## config.mk

```make
export PLATFORM = sky130hd
export DESIGN_NAME = serialTxCore
export DESIGN_NICKNAME = d
export VERILOG_FILES = /design/src/rtl/txPkg.sv /design/src/rtl/txDatapath.sv /design/src/rtl/txCtrl.sv /design/src/rtl/serialTxCore.sv
export SDC_FILE = /design/constraint.sdc
export NUM_CORES = 1
export LEC_CHECK = 0
export BUFFER_PORTS_ARGS = -buffer_cell sky130_fd_sc_hd__buf_2
export CAP_MARGIN = 15
export CORE_MARGIN = 8
export CORE_UTILIZATION = 50
export DETAILED_ROUTE_END_ITERATION = 8
export PLACE_DENSITY_LB_ADDON = 0.12
export RECOVER_POWER = 100
export SKIP_CTS_REPAIR_TIMING = 1
export SYNTH_ARGS = -nofsm -noshare
export SYNTH_HDL_FRONTEND = slang
export SYNTH_SLANG_ARGS = --single-unit
```

## constraint.sdc

```tcl
create_clock -name clk -period 3.9 [get_ports clk]
set_input_delay 1.17 -clock clk [delete_from_list [all_inputs] [get_ports clk]]
set_output_delay 1.17 -clock clk [all_outputs]
set_load 0.05 [all_outputs]
```

## src/rtl/txPkg.sv

```systemverilog
package txPkg;
  localparam int DATA_W = 8;
  localparam int CNT_W  = 8;

  typedef enum logic [1:0] {SEL_MARK, SEL_START, SEL_DATA, SEL_PARITY} lineSel_e;

  typedef struct packed {
    logic     takeHold;
    logic     shift;
    lineSel_e sel;
    logic [3:0] charLen;
    logic     parOdd;
  } dpStrobe_t;

  function automatic logic [6:0] modeBitTicks(input logic [7:0] m);
    case (m[1:0])
      2'b10:   return 7'd16;
      2'b11:   return 7'd64;
      default: return 7'd1;
    endcase
  endfunction

  function automatic logic [7:0] modeStopTicks(input logic [7:0] m);
    logic [7:0] f;
    f = {1'b0, modeBitTicks(m)};
    case (m[7:6])
      2'b10:   return (f == 8'd1) ? 8'd2 : (f + (f >> 1));
      2'b11:   return f << 1;
      default: return f;
    endcase
  endfunction

  function automatic logic [3:0] modeCharLen(input logic [7:0] m);
    return 4'd5 + {2'b00, m[3:2]};
  endfunction
endpackage

```

## src/rtl/txDatapath.sv

```systemverilog
module txDatapath
  import txPkg::*;
(
  input  logic              clk,
  input  logic              rstN,
  input  logic [DATA_W-1:0] txData,
  input  logic              txLoad,
  input  dpStrobe_t         strobe,
  output logic              holdFull,
  output logic              lineBit
);
  logic [DATA_W-1:0] holdReg;
  logic [DATA_W-1:0] shiftReg;
  logic              parityBit;
  logic              parityNext;

  always_comb begin
    parityNext = strobe.parOdd;
    for (int i = 0; i < DATA_W; i++) begin
      if (i < int'(strobe.charLen)) parityNext = parityNext ^ holdReg[i];
    end
  end

  always_ff @(posedge clk or negedge rstN) begin
    if (!rstN) begin
      holdReg  <= '0;
      holdFull <= 1'b0;
    end else if (txLoad) begin
      holdReg  <= txData;
      holdFull <= 1'b1;
    end else if (strobe.takeHold) begin
      holdFull <= 1'b0;
    end
  end

  always_ff @(posedge clk or negedge rstN) begin
    if (!rstN) begin
      shiftReg  <= '0;
      parityBit <= 1'b0;
    end else if (strobe.takeHold) begin
      shiftReg  <= holdReg;
      parityBit <= parityNext;
    end else if (strobe.shift) begin
      shiftReg  <= {1'b0, shiftReg[DATA_W-1:1]};
    end
  end

  always_comb begin
    case (strobe.sel)
      SEL_START:  lineBit = 1'b0;
      SEL_DATA:   lineBit = shiftReg[0];
      SEL_PARITY: lineBit = parityBit;
      default:    lineBit = 1'b1;
    endcase
  end

  assert_take_empties_R7: assert property (@(posedge clk) disable iff (!rstN)
    (strobe.takeHold && !txLoad) |=> !holdFull);

  assert_load_fills_R7: assert property (@(posedge clk) disable iff (!rstN)
    txLoad |=> holdFull);
endmodule

```

## src/rtl/txCtrl.sv

```systemverilog
module txCtrl
  import txPkg::*;
(
  input  logic      clk,
  input  logic      rstN,
  input  logic [7:0] modeWord,
  input  logic      txEnable,
  input  logic      txClkTick,
  input  logic      holdFull,
  output dpStrobe_t strobe,
  output logic      busy
);
  typedef enum logic [2:0] {ST_IDLE, ST_START, ST_DATA, ST_PARITY, ST_STOP} state_e;

  state_e           state;
  logic [CNT_W-1:0] cnt;
  logic [3:0]       bitIdx;
  logic [6:0]       bitLen;
  logic [7:0]       stopLen;
  logic [3:0]       charLen;
  logic             parEn;
  logic [CNT_W-1:0] lastCnt;
  logic             bitDone;
  logic             canTake;
  logic             takeNow;

  assign canTake = holdFull && txEnable;
  assign lastCnt = (state == ST_STOP) ? (CNT_W'(stopLen) - 1'b1) : (CNT_W'(bitLen) - 1'b1);
  assign bitDone = txClkTick && (cnt == lastCnt) && (state != ST_IDLE);
  assign takeNow = canTake && ((state == ST_IDLE) || (state == ST_STOP && bitDone));
  assign busy    = (state != ST_IDLE);

  always_comb begin
    strobe.takeHold = takeNow;
    strobe.shift    = (state == ST_DATA) && bitDone;
    strobe.charLen  = modeCharLen(modeWord);
    strobe.parOdd   = modeWord[5];
    case (state)
      ST_START:  strobe.sel = SEL_START;
      ST_DATA:   strobe.sel = SEL_DATA;
      ST_PARITY: strobe.sel = SEL_PARITY;
      default:   strobe.sel = SEL_MARK;
    endcase
  end

  always_ff @(posedge clk or negedge rstN) begin
    if (!rstN) begin
      state   <= ST_IDLE;
      cnt     <= '0;
      bitIdx  <= '0;
      bitLen  <= 7'd1;
      stopLen <= 8'd1;
      charLen <= 4'd5;
      parEn   <= 1'b0;
    end else if (takeNow) begin
      state   <= ST_START;
      cnt     <= '0;
      bitIdx  <= '0;
      bitLen  <= modeBitTicks(modeWord);
      stopLen <= modeStopTicks(modeWord);
      charLen <= modeCharLen(modeWord);
      parEn   <= modeWord[4];
    end else if (state != ST_IDLE && txClkTick) begin
      cnt <= bitDone ? '0 : cnt + 1'b1;
      if (bitDone) begin
        case (state)
          ST_START: begin
            state  <= ST_DATA;
            bitIdx <= '0;
          end
          ST_DATA: begin
            if (bitIdx == charLen - 1'b1) state <= parEn ? ST_PARITY : ST_STOP;
            else bitIdx <= bitIdx + 1'b1;
          end
          ST_PARITY: state <= ST_STOP;
          default:   state <= ST_IDLE;
        endcase
      end
    end
  end

  assert_take_enabled_R8: assert property (@(posedge clk) disable iff (!rstN)
    strobe.takeHold |-> (txEnable && holdFull));

  assert_cnt_bound_R6: assert property (@(posedge clk) disable iff (!rstN)
    (state != ST_IDLE) |-> (cnt <= lastCnt));

  assert_mode_held_R11: assert property (@(posedge clk) disable iff (!rstN)
    (busy && !takeNow) |=> ($stable(bitLen) && $stable(stopLen) && $stable(charLen) && $stable(parEn)));
endmodule

```

## src/rtl/serialTxCore.sv

```systemverilog
module serialTxCore
  import txPkg::*;
(
  input  logic       clk,
  input  logic       rstN,
  input  logic [7:0] modeWord,
  input  logic [7:0] txData,
  input  logic       txLoad,
  input  logic       txEnable,
  input  logic       sendBreak,
  input  logic       txClkTick,
  output logic       txd,
  output logic       txRdy,
  output logic       txEmpty
);
  dpStrobe_t strobe;
  logic      holdFull;
  logic      lineBit;
  logic      busy;

  txCtrl i_ctrl (
    .clk(clk), .rstN(rstN), .modeWord(modeWord), .txEnable(txEnable),
    .txClkTick(txClkTick), .holdFull(holdFull), .strobe(strobe), .busy(busy)
  );

  txDatapath i_dp (
    .clk(clk), .rstN(rstN), .txData(txData), .txLoad(txLoad),
    .strobe(strobe), .holdFull(holdFull), .lineBit(lineBit)
  );

  assign txd     = lineBit && !sendBreak;
  assign txRdy   = !holdFull;
  assign txEmpty = !holdFull && !busy;

  assert_break_low_R9: assert property (@(posedge clk) disable iff (!rstN)
    sendBreak |-> !txd);

  assert_idle_mark_R10: assert property (@(posedge clk) disable iff (!rstN)
    (txEmpty && !sendBreak) |-> txd);
endmodule

```

# Word level (Yosys, flattened, before mapping)
# Cells that the tools add are included.
# op_classes
n_addsub	7
reduce_logical	22
n_mux	33
order_cmp	8
eq_ne	16
bitwise_logic	8
# ops
operator	n
$mux W8	7
$lt A3 B4 Y1 const A	4
$mux W4	4
$pmux W8 S2	1
$mux W3	5
$pmux W7 S2	1
$eq A2 B2 Y1 const B	6
$mux W1	10
$logic_and A1 B1 Y1	9
$pmux W3 S3	1
$add A7 B6 Y8	1
$add A8 B1 Y8 const B	1
$eq A8 B8 Y1	1
$lt A1 B4 Y1 const A	2
$lt A2 B4 Y1 const A	2
$pmux W4 S2	1
$reduce_bool A2 Y1	4
$sub A7 B1 Y8 const B	1
$sub A8 B1 Y8 const B	1
$xor A1 B1 Y1	8
$eq A7 B1 Y1 const B	1
$mux W7	1
$eq A3 B2 Y1 const B	2
$ne A3 B2 Y1 const B	2
other kinds (15)	18
# word_totals
ff_bits	53
input_bits	22

# Depth between registers and ports, before layout
# Gate-level depths: netlist of the first run.
# depth
word_depth	17
mapped_depth	13
depth_no_buf	11

# Hierarchy
# From an unflattened synthesis of the first run, not the netlist that was laid out.
# unflattened
hier_cells	294
area_unflattened_um2	2940.3
# modules_own_cells
mod	seq_area_each_um2	area_each_um2	instances	cells_per_inst
txCtrl	755.7	2024.4	1	208
txDatapath	450.4	894.6	1	83
serialTxCore	0.0	21.3	1	3

# Worst setup path after synthesis of the first run
# OpenSTA, ideal clock, no wires.
# synth_path
path_kind	reg2out
start	register i_ctrl.state[1]
end	output port txEmpty
path_stages_with_launch	3
t_arrival_ns	2.168
required_time_ns	2.730
path_slack_ns	0.562
cell_sequence	dfrtp_1 clkbuf_1 nor4_1
# synth_between
elab_chain_cells	3
# synth_lines
element	line_no	source
start: declaration	txCtrl.sv:15	state_e state;
start signal: assignment	txCtrl.sv:72	if (bitIdx == charLen - 1'b1) state <= parEn ? ST_PARITY : ST_STOP;
$reduce_bool A3 Y1	txCtrl.sv:31	assign busy = (state != ST_IDLE);
$logic_not A1 Y1	serialTxCore.sv:33	assign txEmpty = !holdFull && !busy;
$logic_and A1 B1 Y1	serialTxCore.sv:33	
end: declaration	serialTxCore.sv:14	output logic txEmpty
# No other way between the ends.

# Worst setup path after layout of the first run
# layout_path
start	register i_ctrl.state[1]
end	register i_dp.shiftReg[3]
# layout_between
elab_chain_cells	9
# layout_lines
element	line_no	source
$eq A3 B3 Y1	txCtrl.sv:28, txCtrl.sv:30	
$mux W8	txCtrl.sv:28	assign lastCnt = (state == ST_STOP) ? (CNT_W'(stopLen) - 1'b1) : (CNT_W'(bitLen) - 1'b1);
$eq A8 B8 Y1	txCtrl.sv:29	assign bitDone = txClkTick && (cnt == lastCnt) && (state != ST_IDLE);
$logic_and A1 B1 Y1 (2 in a row)	txCtrl.sv:29	
$logic_and A1 B1 Y1	txCtrl.sv:30	assign takeNow = canTake && ((state == ST_IDLE) || (state == ST_STOP && bitDone));
$logic_or A1 B1 Y1	txCtrl.sv:30	
$logic_and A1 B1 Y1	txCtrl.sv:30	
$mux W8 or $reduce_bool A2 Y1 (tied branches)	--	
end signal: assignment	txDatapath.sv:41	shiftReg <= holdReg;
end signal: assignment	txDatapath.sv:44	shiftReg <= {1'b0, shiftReg[DATA_W-1:1]};
end: declaration	txDatapath.sv:13	logic [DATA_W-1:0] shiftReg;
# Parallel ways exist; a longest one is shown, timed or not.
# A chain may end at the register's enable or synchronous reset.

==> reports/qor.txt, run 1 <==
FP Rows: 27
Share of post-route cells with drive strength above 1: 0.2321
Initial core utilization: 0.5155
Clock share of power: 0.193
Clock Skews: 0.008952 ns
Post-synth EDFFs: 0
Area of the mapped netlist: 0.002821 mm2
HPWL Detailed: 4101 um
Worst path required time: 4.09 ns
Largest net degree at the start of global routing: 48
Critical path arrival: 3.70 ns
Hold Crit Start: i_ctrl.stopLen[6]
Top cells by area, synth: dfrtp_1 39%, mux2_2 8.4%, xor2_1 4.7%
Crit Path Max Fanout: 11
Post-synthesis sequential element count: 48
Worst-path clk slew: 0.09 ns
Drt wl/cell: 15.41 um
Final hold vios: 0
Maxcap violations: 1
Gr ovfl total: 0
Die Y: 91.12 um
Yosys warnings: 0
Cell repeated most along the worst path: mux2i_1
CORE AREA: 0.005473 mm2
Tot Pwr: 1.843 mW
Residual DRC count: 0
CP Launch Type: register
Mean Syn Cell Area: 10.57 um2
Unrepaired setup endpoints after global routing: no
Psw: 663.5 uW
H-Tree Depth: 2
Die Area: 0.008303 mm2
CTS buffer count: 5
Seq/Total Area, Yosys: 0.4275
Detailed Routing Iterations Pass 1: 4
Placed inst area: 0.003017 mm2
Fin Setup TNS: 0 ns
Largest stage delay, worst path: 0.52 ns
First-pass GRT wire length: 9535 um
Crit path launch: i_ctrl.state[1]
Die X: 91.12 um
CP delay by family, top: simple AND/OR/NAND/NOR gates
Worst Path Class, Setup: register to register
Fillers: 517
Final nets: 322
Switching part of the total: 0.3600
Port-buffer cells: 24
Vias per Instance: 5.397
Final Critical Period: 3.510 ns
Diodes inserted: 0
Distinct cells, synth: 53
Post-layout instance area: 0.003120 mm2
Predominant post-synthesis flop cell: dfrtp_1
Initial antenna violation count: 0
Io pins: 25
Fmax: 284.9 MHz
FF-to-FF Start: i_ctrl.state[1]
Root buffer cell: clkbuf_8
P per Cell Area: 590.6 mW/mm2
Cells after synthesis: 267
Setup crit end kind: register
Synth area leader: dfrtp_1
Final period utilization: 0.8999
Final Slew Violations: 31
Static leakage: 1.412 nW
Final Util: 0.5702
Part of the power in registers: 0.417
Worst relative slew slack: -0.05230
CTS tree: built
Violated checks: capacitance limit, slew limit
Commonest non-fill, non-tap cell in the layout: dfrtp_1
Comb pwr share: 0.389
Status: finished with violations
Later-pin clock latency in the skew report: 0.30 ns
Synth async-reset ratio: 1.000
Via count: 1,970
Crit-path slowest cell: or4bb_1
Vias in the first global route: 2,033
All-layer global routing usage: 0.1396
Max rail drop VDD: 0.0003008 V
Internal power: 1.179 mW
Number of clock sinks: 48
Critical-path cell list: nor3b_2, mux2i_1, ha_1, nor4b_1, mux2i_1, or4bb_1, o211ai_1, nand2b_4, a22oi_4, mux2_2
Deepest clock path buffer count: 2
DRT Wirelength: 5624 um
Bufs and invs on worst path: 0
Worst slew pin tran: 1.578 ns
Placer Congestion: 0.7948
Hold WC Path Type: register to register
Area added between synthesis and finish: 10.60%
Syn_nets: 297
Most frequent cells in the layout: 44 x dfrtp_1, 25 x nand2_1, 20 x o21ai_0, 20 x mux2_2, 19 x buf_2
Number of nets with antenna violations after detailed routing: 0
Iteration-0 DRC Markers: 88
Synth top area share: 0.3902
Final setup violation count: 0
Yosys cell counts, types with 2 or more instances:
library cell and n:
mux2i_1 5, nand2_1 25, dfrtp_1 44, a211oi_1 2, xor2_1 15, buf_2 3
mux2_2 21, a21oi_1 3, nor4_1 4, inv_1 11, o211ai_1 2, nand4_1 6
nand3_1 2, and3_1 2, xnor2_1 14, nor2_1 14, a21o_1 5, o31ai_1 2
nor4b_1 2, a211o_1 2, o21ai_0 20, mux2_4 5, nor3_1 4, clkbuf_1 7
dfstp_2 4, ha_1 8, nand2b_1 9
state kept, by name, indices dropped and copies added, names as in the netlist:
signal	flops
i_dp.shiftReg	8
i_dp.holdReg	8
i_dp.holdFull	1
i_ctrl.bitIdx	4
i_ctrl.charLen	4
i_ctrl.state	3
i_dp.parityBit	1
i_ctrl.stopLen	7
i_ctrl.cnt	8
i_ctrl.bitLen	3
i_ctrl.parEn	1
final timing paths:
| check | endpoint | slack [ns] | cells after the start |
|---|---|---|---|
| worst min register to register | i_ctrl.stopLen[6] | 0.48 | 1 |
| min in group asynchronous | i_dp.holdReg[6] | 0.99 | 1 |
| worst min-delay path | i_ctrl.stopLen[6] | 0.48 | 1 |
| max in group asynchronous | i_dp.holdFull | 0.94 | 2 |
| worst max register to register | i_dp.shiftReg[3] | 0.39 | 10 |
| worst max-delay path | i_dp.shiftReg[3] | 0.39 | 10 |
metal layers:
| metal | track usage | wire [um] |
|---|---|---|
| met1 | 0.1628 | 2574 |
| met3 | 0.02469 | 90 |
| met2 | 0.2485 | 2890 |
| met4 | 0.05321 | 69 |
| met5 | 0 | 0 |
cell type report:
class	count	area (um2)	share of cell area
Multi-Input combinational cell	196	1516	0.4860
Clock inverter	3	42.54	0.01363
Inverter	11	41.29	0.01323
Timing Repair Buffer	30	155.1	0.04972
Sequential cell	48	1206	0.3865
Tap cell	72	90.09	0.02887
Clock buffer	5	68.82	0.02205
cells by family (layout without fill, tap and decap cells):
| logic type | count (synthesis) | in the layout | share of synthesized area |
|---|---|---|---|
| adders and majority gates | 8 | 8 | 0.03548 |
| AOI/OAI and AO/OA | 50 | 50 | 0.1317 |
| xor gates and xnor gates | 29 | 29 | 0.09002 |
| buffers and inverters | 23 | 49 | 0.03592 |
| and+or+nand+nor | 78 | 78 | 0.1512 |
| muxes | 31 | 31 | 0.1282 |
| DFF | 48 | 48 | 0.4275 |
power by group through the flow:
stage               clock network, mW  registers, mW  logic (mW)
finish                          0.356          0.769       0.718
global route                    0.386          0.789       0.802
global placement                    0          0.779       0.717
detailed placement                  0          0.781       0.730
floorplan                           0          0.731       0.611
CTS                             0.371          0.772       0.733
metrics by stage:
step | hold slack (ns) | setup slack (ns) | instances
after CTS | 0.4861 | 0.3844 | 364
after floorplan | 0.4424 | 0.5617 | 267
after detailed placement | 0.4663 | 0.3839 | 356
after global routing | 0.5063 | 0.09169 | 365
after global placement | 0.4736 | 0.5318 | 356
final | 0.4797 | 0.3904 | 365
worst register-to-register path: cells and delay by family (launching register included):
family / cells / cell delay (ns)
fa+ha+maj: 1 / 0.23
mux: 3 / 0.81
simple gates: 4 / 1.39
flops: 1 / 0.40
compound gates: 2 / 0.57
Power figures use the tool's default switching activity.
==> inputs of run 2 (changes only) <==
- TNS_END_PERCENT: unset -> 1
- clock period: 3.9 -> 4.2 ns (I/O delays scaled with it)
==> reports/qor.txt, run 2 (synthesis results as in run 1) <==
Iteration-0 DRC Markers: 89
Vias per Instance: 5.500
Gr ovfl total: 0
Commonest non-fill, non-tap cell in the layout: dfrtp_1
Fmax: 272.5 MHz
Share of post-route cells with drive strength above 1: 0.2260
Hold depth: 2
Die Y: 91.12 um
Crit path launch: i_ctrl.state[1]
Largest net degree at the start of global routing: 49
Setup crit end kind: register
R2R depth: 11
H-Tree Depth: 2
Post-layout instance area: 0.003097 mm2
Critical path arrival: 3.86 ns
Final period utilization: 0.8738
Fin Setup TNS: 0 ns
DRT Wirelength: 5676 um
HPWL Detailed: 4207 um
Drt wl/cell: 15.59 um
Initial core utilization: 0.5155
Post-Layout Cell Count: 364
Hold Path Sink: i_dp.parityBit
FP Rows: 27
Clock share of power: 0.191
Worst-path clk slew: 0.09 ns
CTS tree: built
Via count: 2,002
Placer Congestion: 0.7906
CORE AREA: 0.005473 mm2
Internal power: 1.095 mW
Final setup violation count: 0
Final Critical Period: 3.670 ns
Static leakage: 1.404 nW
Die Area: 0.008303 mm2
Part of the power in registers: 0.419
Final hold vios: 0
Final Util: 0.5658
Port-buffer cells: 24
Fillers: 503
Comb pwr share: 0.390
Vias in the first global route: 2,104
Placed cell count: 355
Worst path required time: 4.39 ns
Clock Skews: 0.005114 ns
Diodes inserted: 0
Violated checks: capacitance limit, slew limit
R2r setup slk: 0.53 ns
Root buffer cell: clkbuf_8
Switching part of the total: 0.3585
Area added between synthesis and finish: 9.756%
Most frequent cells in the layout: 44 x dfrtp_1, 25 x nand2_1, 21 x mux2_2, 20 x o21ai_0, 19 x buf_2
Residual DRC count: 0
Psw: 612.2 uW
Worst relative slew slack: -0.2078
Crit Reg-Reg Endpoint: i_dp.shiftReg[4]
Number of clock sinks: 48
FF-to-FF Start: i_ctrl.state[1]
Placed inst area: 0.003009 mm2
Maxcap violations: 1
All-layer global routing usage: 0.1447
First-pass GRT wire length: 10,010 um
Number of nets with antenna violations after detailed routing: 0
Hold WC Path Type: register to register
Max rail drop VDD: 0.0003285 V
CP Launch Type: register
Tot Pwr: 1.707 mW
Final Slew Violations: 36
Unrepaired setup endpoints after global routing: no
Initial antenna violation count: 0
Io pins: 25
Die X: 91.12 um
Largest regs: i_ctrl.cnt x8, i_dp.holdReg x8, i_dp.shiftReg x8
Worst Path Class, Setup: register to register
Worst slew pin tran: 1.812 ns
Final nets: 321
Detailed Routing Iterations Pass 1: 4
Deepest clock path buffer count: 2
Crit Path Max Fanout: 11
CTS buffer count: 5
P per Cell Area: 551.4 mW/mm2
Hold Crit Start: i_dp.parityBit
Status: finished with violations
Later-pin clock latency in the skew report: 0.30 ns
==> run 2: layout make-up <==
cell class | instances | area (um2) | share of cell area
well taps | 72 | 90.09 | 0.02909
inverters | 11 | 41.29 | 0.01333
clock buffers | 7 | 76.32 | 0.02465
repair buffers | 29 | 145.1 | 0.04687
multi-input cells | 196 | 1508 | 0.4869
clock inverters | 1 | 30.03 | 0.009697
flip-flops and latches | 48 | 1206 | 0.3895
==> run 2: per-stage QoR <==
stage	setup slack, ns	hold WS, ns
2_1_floorplan	0.7717	0.4424
3_3_place_gp	0.7960	0.4792
3_5_place_dp	0.6700	0.4883
5_1_grt	0.1784	0.5244
4_1_cts	0.6425	0.5093
6_report	0.5300	0.5010
==> run 2: power by group through the flow <==
stage	Combinational, mW	Sequential [mW]	Clock, mW
global placement	0.658	0.725	0
CTS	0.682	0.718	0.341
finish	0.665	0.716	0.326
detailed placement	0.682	0.727	0
floorplan	0.567	0.679	0
global route	0.743	0.738	0.352
==> run 2: routing by layer <==
layer  part of all wire  track usage  vias to the layer above
li1                   -            -                      993
met1               0.46       0.1749                      976
met2               0.50       0.2467                       24
met3              0.024      0.03045                        9
met4              0.016      0.05457                        0
met5                  0            0                        -
==> run 2: how the worst max path moves through the flow <==
stage	to	slack [ns]	depth (start not counted)
floorplan	txEmpty	0.77	2
global placement	i_dp.shiftReg[6]	0.80	11
detailed placement	i_dp.shiftReg[4]	0.67	11
CTS	i_dp.shiftReg[4]	0.64	11
global route	i_ctrl.stopLen[4]	0.18	11
finish	i_dp.shiftReg[4]	0.53	11
==> run 2: worst max-delay path: stages, from the launching register on <==
cell,delay (ns)
dfrtp_1,0.40
nor3b_2,0.44
mux2i_1,0.25
ha_1,0.24
ha_1,0.26
xnor2_1,0.13
nor4_1,0.23
o21ai_0,0.24
a211o_1,0.32
nand2b_4,0.20
a22oi_2,0.46
mux2_2,0.39
==> inputs of run 3 (changes only) <==
- ABC_AREA: unset -> 1
==> reports/qor.txt, run 3 <==
Status: finished with violations
Violated checks: capacitance limit, slew limit
R2R depth: 23
Largest net degree at the start of global routing: 49
Port-buffer cells: 24
Die X: 92.20 um
Unrepaired setup endpoints after global routing: no
Most frequent cells in the layout: 123 x nand2_1, 44 x dfrtp_1, 39 x inv_1, 28 x nand3_1, 23 x nor2_1
Die Area: 0.008500 mm2
Hold Path Sink: i_dp.shiftReg[3]
Number of nets with antenna violations after detailed routing: 0
Fmax: 277.2 MHz
Final nets: 425
Initial core utilization: 0.5208
Vias in the first global route: 2,291
First-pass GRT wire length: 10,270 um
Worst slew pin tran: 2.134 ns
CTS tree: built
Post-synthesis sequential element count: 48
Hold WC Path Type: register to register
Syn_nets: 402
Top cells by area, synth: dfrtp_1 38%, nand2_1 16%, inv_1 4.9%
CTS buffer count: 5
Placer Congestion: 0.7942
Yosys warnings: 0
P per Cell Area: 330.5 mW/mm2
Synth area leader: dfrtp_1
Largest stage delay, worst path: 0.44 ns
Mean Syn Cell Area: 7.803 um2
Largest regs: i_ctrl.cnt x8, i_dp.holdReg x8, i_dp.shiftReg x8
Final Critical Period: 3.607 ns
Iteration-0 DRC Markers: 81
Clock Skews: 0.007193 ns
FF-to-FF Start: i_ctrl.state[1]
Share of post-route cells with drive strength above 1: 0.1414
DRT Wirelength: 5700 um
Vias per Instance: 4.872
Final setup margin: 0.5927 ns
Static leakage: 1.623 nW
Crit Reg-Reg Endpoint: i_ctrl.bitIdx[2]
Synth top area share: 0.3793
Hold_ws: 0.4857 ns
Most common cell in the netlist: nand2_1
R2r setup slk: 0.59 ns
Synth async-reset ratio: 1.000
Grt met3 use: 0.03749
Max rail drop VDD: 0.0003845 V
Grt met2 use: 0.2610
All-layer global routing usage: 0.1480
Later-pin clock latency in the skew report: 0.30 ns
Diodes inserted: 0
Area added between synthesis and finish: 7.586%
Final setup violation count: 0
Commonest non-fill, non-tap cell in the layout: nand2_1
Hold Crit Start: i_dp.shiftReg[3]
Crit-path slowest cell: dfrtp_1
Deepest clock path buffer count: 2
Dpl ws: 0.7688 ns
Root buffer cell: clkbuf_8
Residual DRC count: 0
Detailed Routing Iterations Pass 1: 4
Gr ovfl total: 0
Critical-path cell list: nor2_4, nand2_1, nand2_1, nand2_1, inv_1, ha_1, ha_1, nand2_1, inv_1, nor2_1, nand3_1, nor2_1, nand2_1, nor2_1, nand2_2, nor2_4, nand2_4, nand2_1, nand2_8, nand2_2, nand2_1, nand2_1, nand2_1
Drt wl/cell: 12.18 um
HPWL Detailed: 4356 um
Initial antenna violation count: 0
Tot Pwr: 1.032 mW
Cell repeated most along the worst path: nand2_1
Final Util: 0.5603
Final period utilization: 0.8589
Worst path required time: 4.39 ns
Worst-path clk slew: 0.09 ns
Fin Setup TNS: 0 ns
Area of the mapped netlist: 0.002903 mm2
Final Slew Violations: 42
Post-layout instance area: 0.003123 mm2
Maxcap violations: 1
Predominant post-synthesis flop cell: dfrtp_1
Placed inst area: 0.003043 mm2
Met1 usage: 0.1702
FP Rows: 27
Commonest cells post-synth: 120 x nand2_1, 44 x dfrtp_1, 38 x inv_1, 28 x nand3_1, 23 x nor2_1
Setup crit end kind: register
CORE AREA: 0.005574 mm2
Final hold vios: 0
Hold depth: 2
Cells after synthesis: 372
CP Launch Type: register
Critical path arrival: 3.80 ns
Post-Layout Cell Count: 468
Worst Path Class, Setup: register to register
Placed cell count: 459
Via count: 2,280
Die Y: 92.20 um
Worst relative slew slack: -0.4224
GRT busiest layer: met2
Distinct cells, synth: 31
Crit Path Max Fanout: 26
Seq/Total Area, Yosys: 0.4155
H-Tree Depth: 2
Io pins: 25
Number of clock sinks: 48
Post-synth EDFFs: 0
-- run 3: cell count changes after synthesis, sizes merged, moves of 5 or more --
cell,delta
clkbuf,-6
inv,+30
nand2b,-10
o21ai,+5
nor2,+13
nand3,+30
mux2i,-5
mux2,-26
nand2,+112
a21o,-5
-- run 3: cell type report --
type / count / area, um2
multi-input cells: 274 / 1448
repair buffers: 25 / 117.6
clock buffers: 6 / 72.57
clock inverters: 2 / 35.03
flip-flops and latches: 48 / 1206
well taps: 72 / 90.09
inverters: 41 / 153.9
fillers: 566 / 2451
-- run 3: metal layers --
| layer | wire [um] | vias to the layer above |
|---|---|---|
| met5 | 0 | - |
| met4 | 70 | 0 |
| met3 | 180 | 8 |
| met2 | 2797 | 35 |
| met1 | 2651 | 1029 |
| li1 | - | 1208 |
-- run 3: worst max-delay path: cells and delay by family, from the launching register on --
family / cells / cell delay, ns
fa+ha+maj: 2 / 0.50
buf+inv: 2 / 0.09
flops: 1 / 0.44
simple gates: 19 / 2.43
-- run 3: worst max path at each step --
| stage | from | to | slack, ns | cells after the start |
|---|---|---|---|---|
| 5_1_grt | i_ctrl.state[2] | i_ctrl.bitIdx[0] | 0.18 | 22 |
| 3_5_place_dp | i_ctrl.state[2] | i_ctrl.stopLen[1] | 0.77 | 19 |
| 6_report | i_ctrl.state[1] | i_ctrl.bitIdx[2] | 0.59 | 23 |
| 4_1_cts | i_ctrl.state[2] | i_ctrl.stopLen[1] | 0.73 | 19 |
| 2_1_floorplan | sendBreak | txd | 0.92 | 1 |
| 3_3_place_gp | i_ctrl.state[2] | i_ctrl.stopLen[0] | 0.91 | 19 |
-- run 3: logic make-up (layout without fill, tap and decap cells) --
family                   Yosys count  in the layout  synth area share
adder cells (fa/ha/maj)            8              8           0.03448
AND/OR/NAND/NOR                  210            210            0.3401
AO/OA/AOI/OAI                     33             33           0.06336
flip-flops                        48             48            0.4155
buffers and inverters             50             74           0.07715
XOR/XNOR                          23             23           0.06940
-- run 3: where the power goes --
| part | internal (mW) | switching, mW |
|---|---|---|
| clock | 0.177 | 0.154 |
| combinational | 0.0731 | 0.0927 |
| sequential | 0.496 | 0.0398 |
| total | 0.746 | 0.286 |
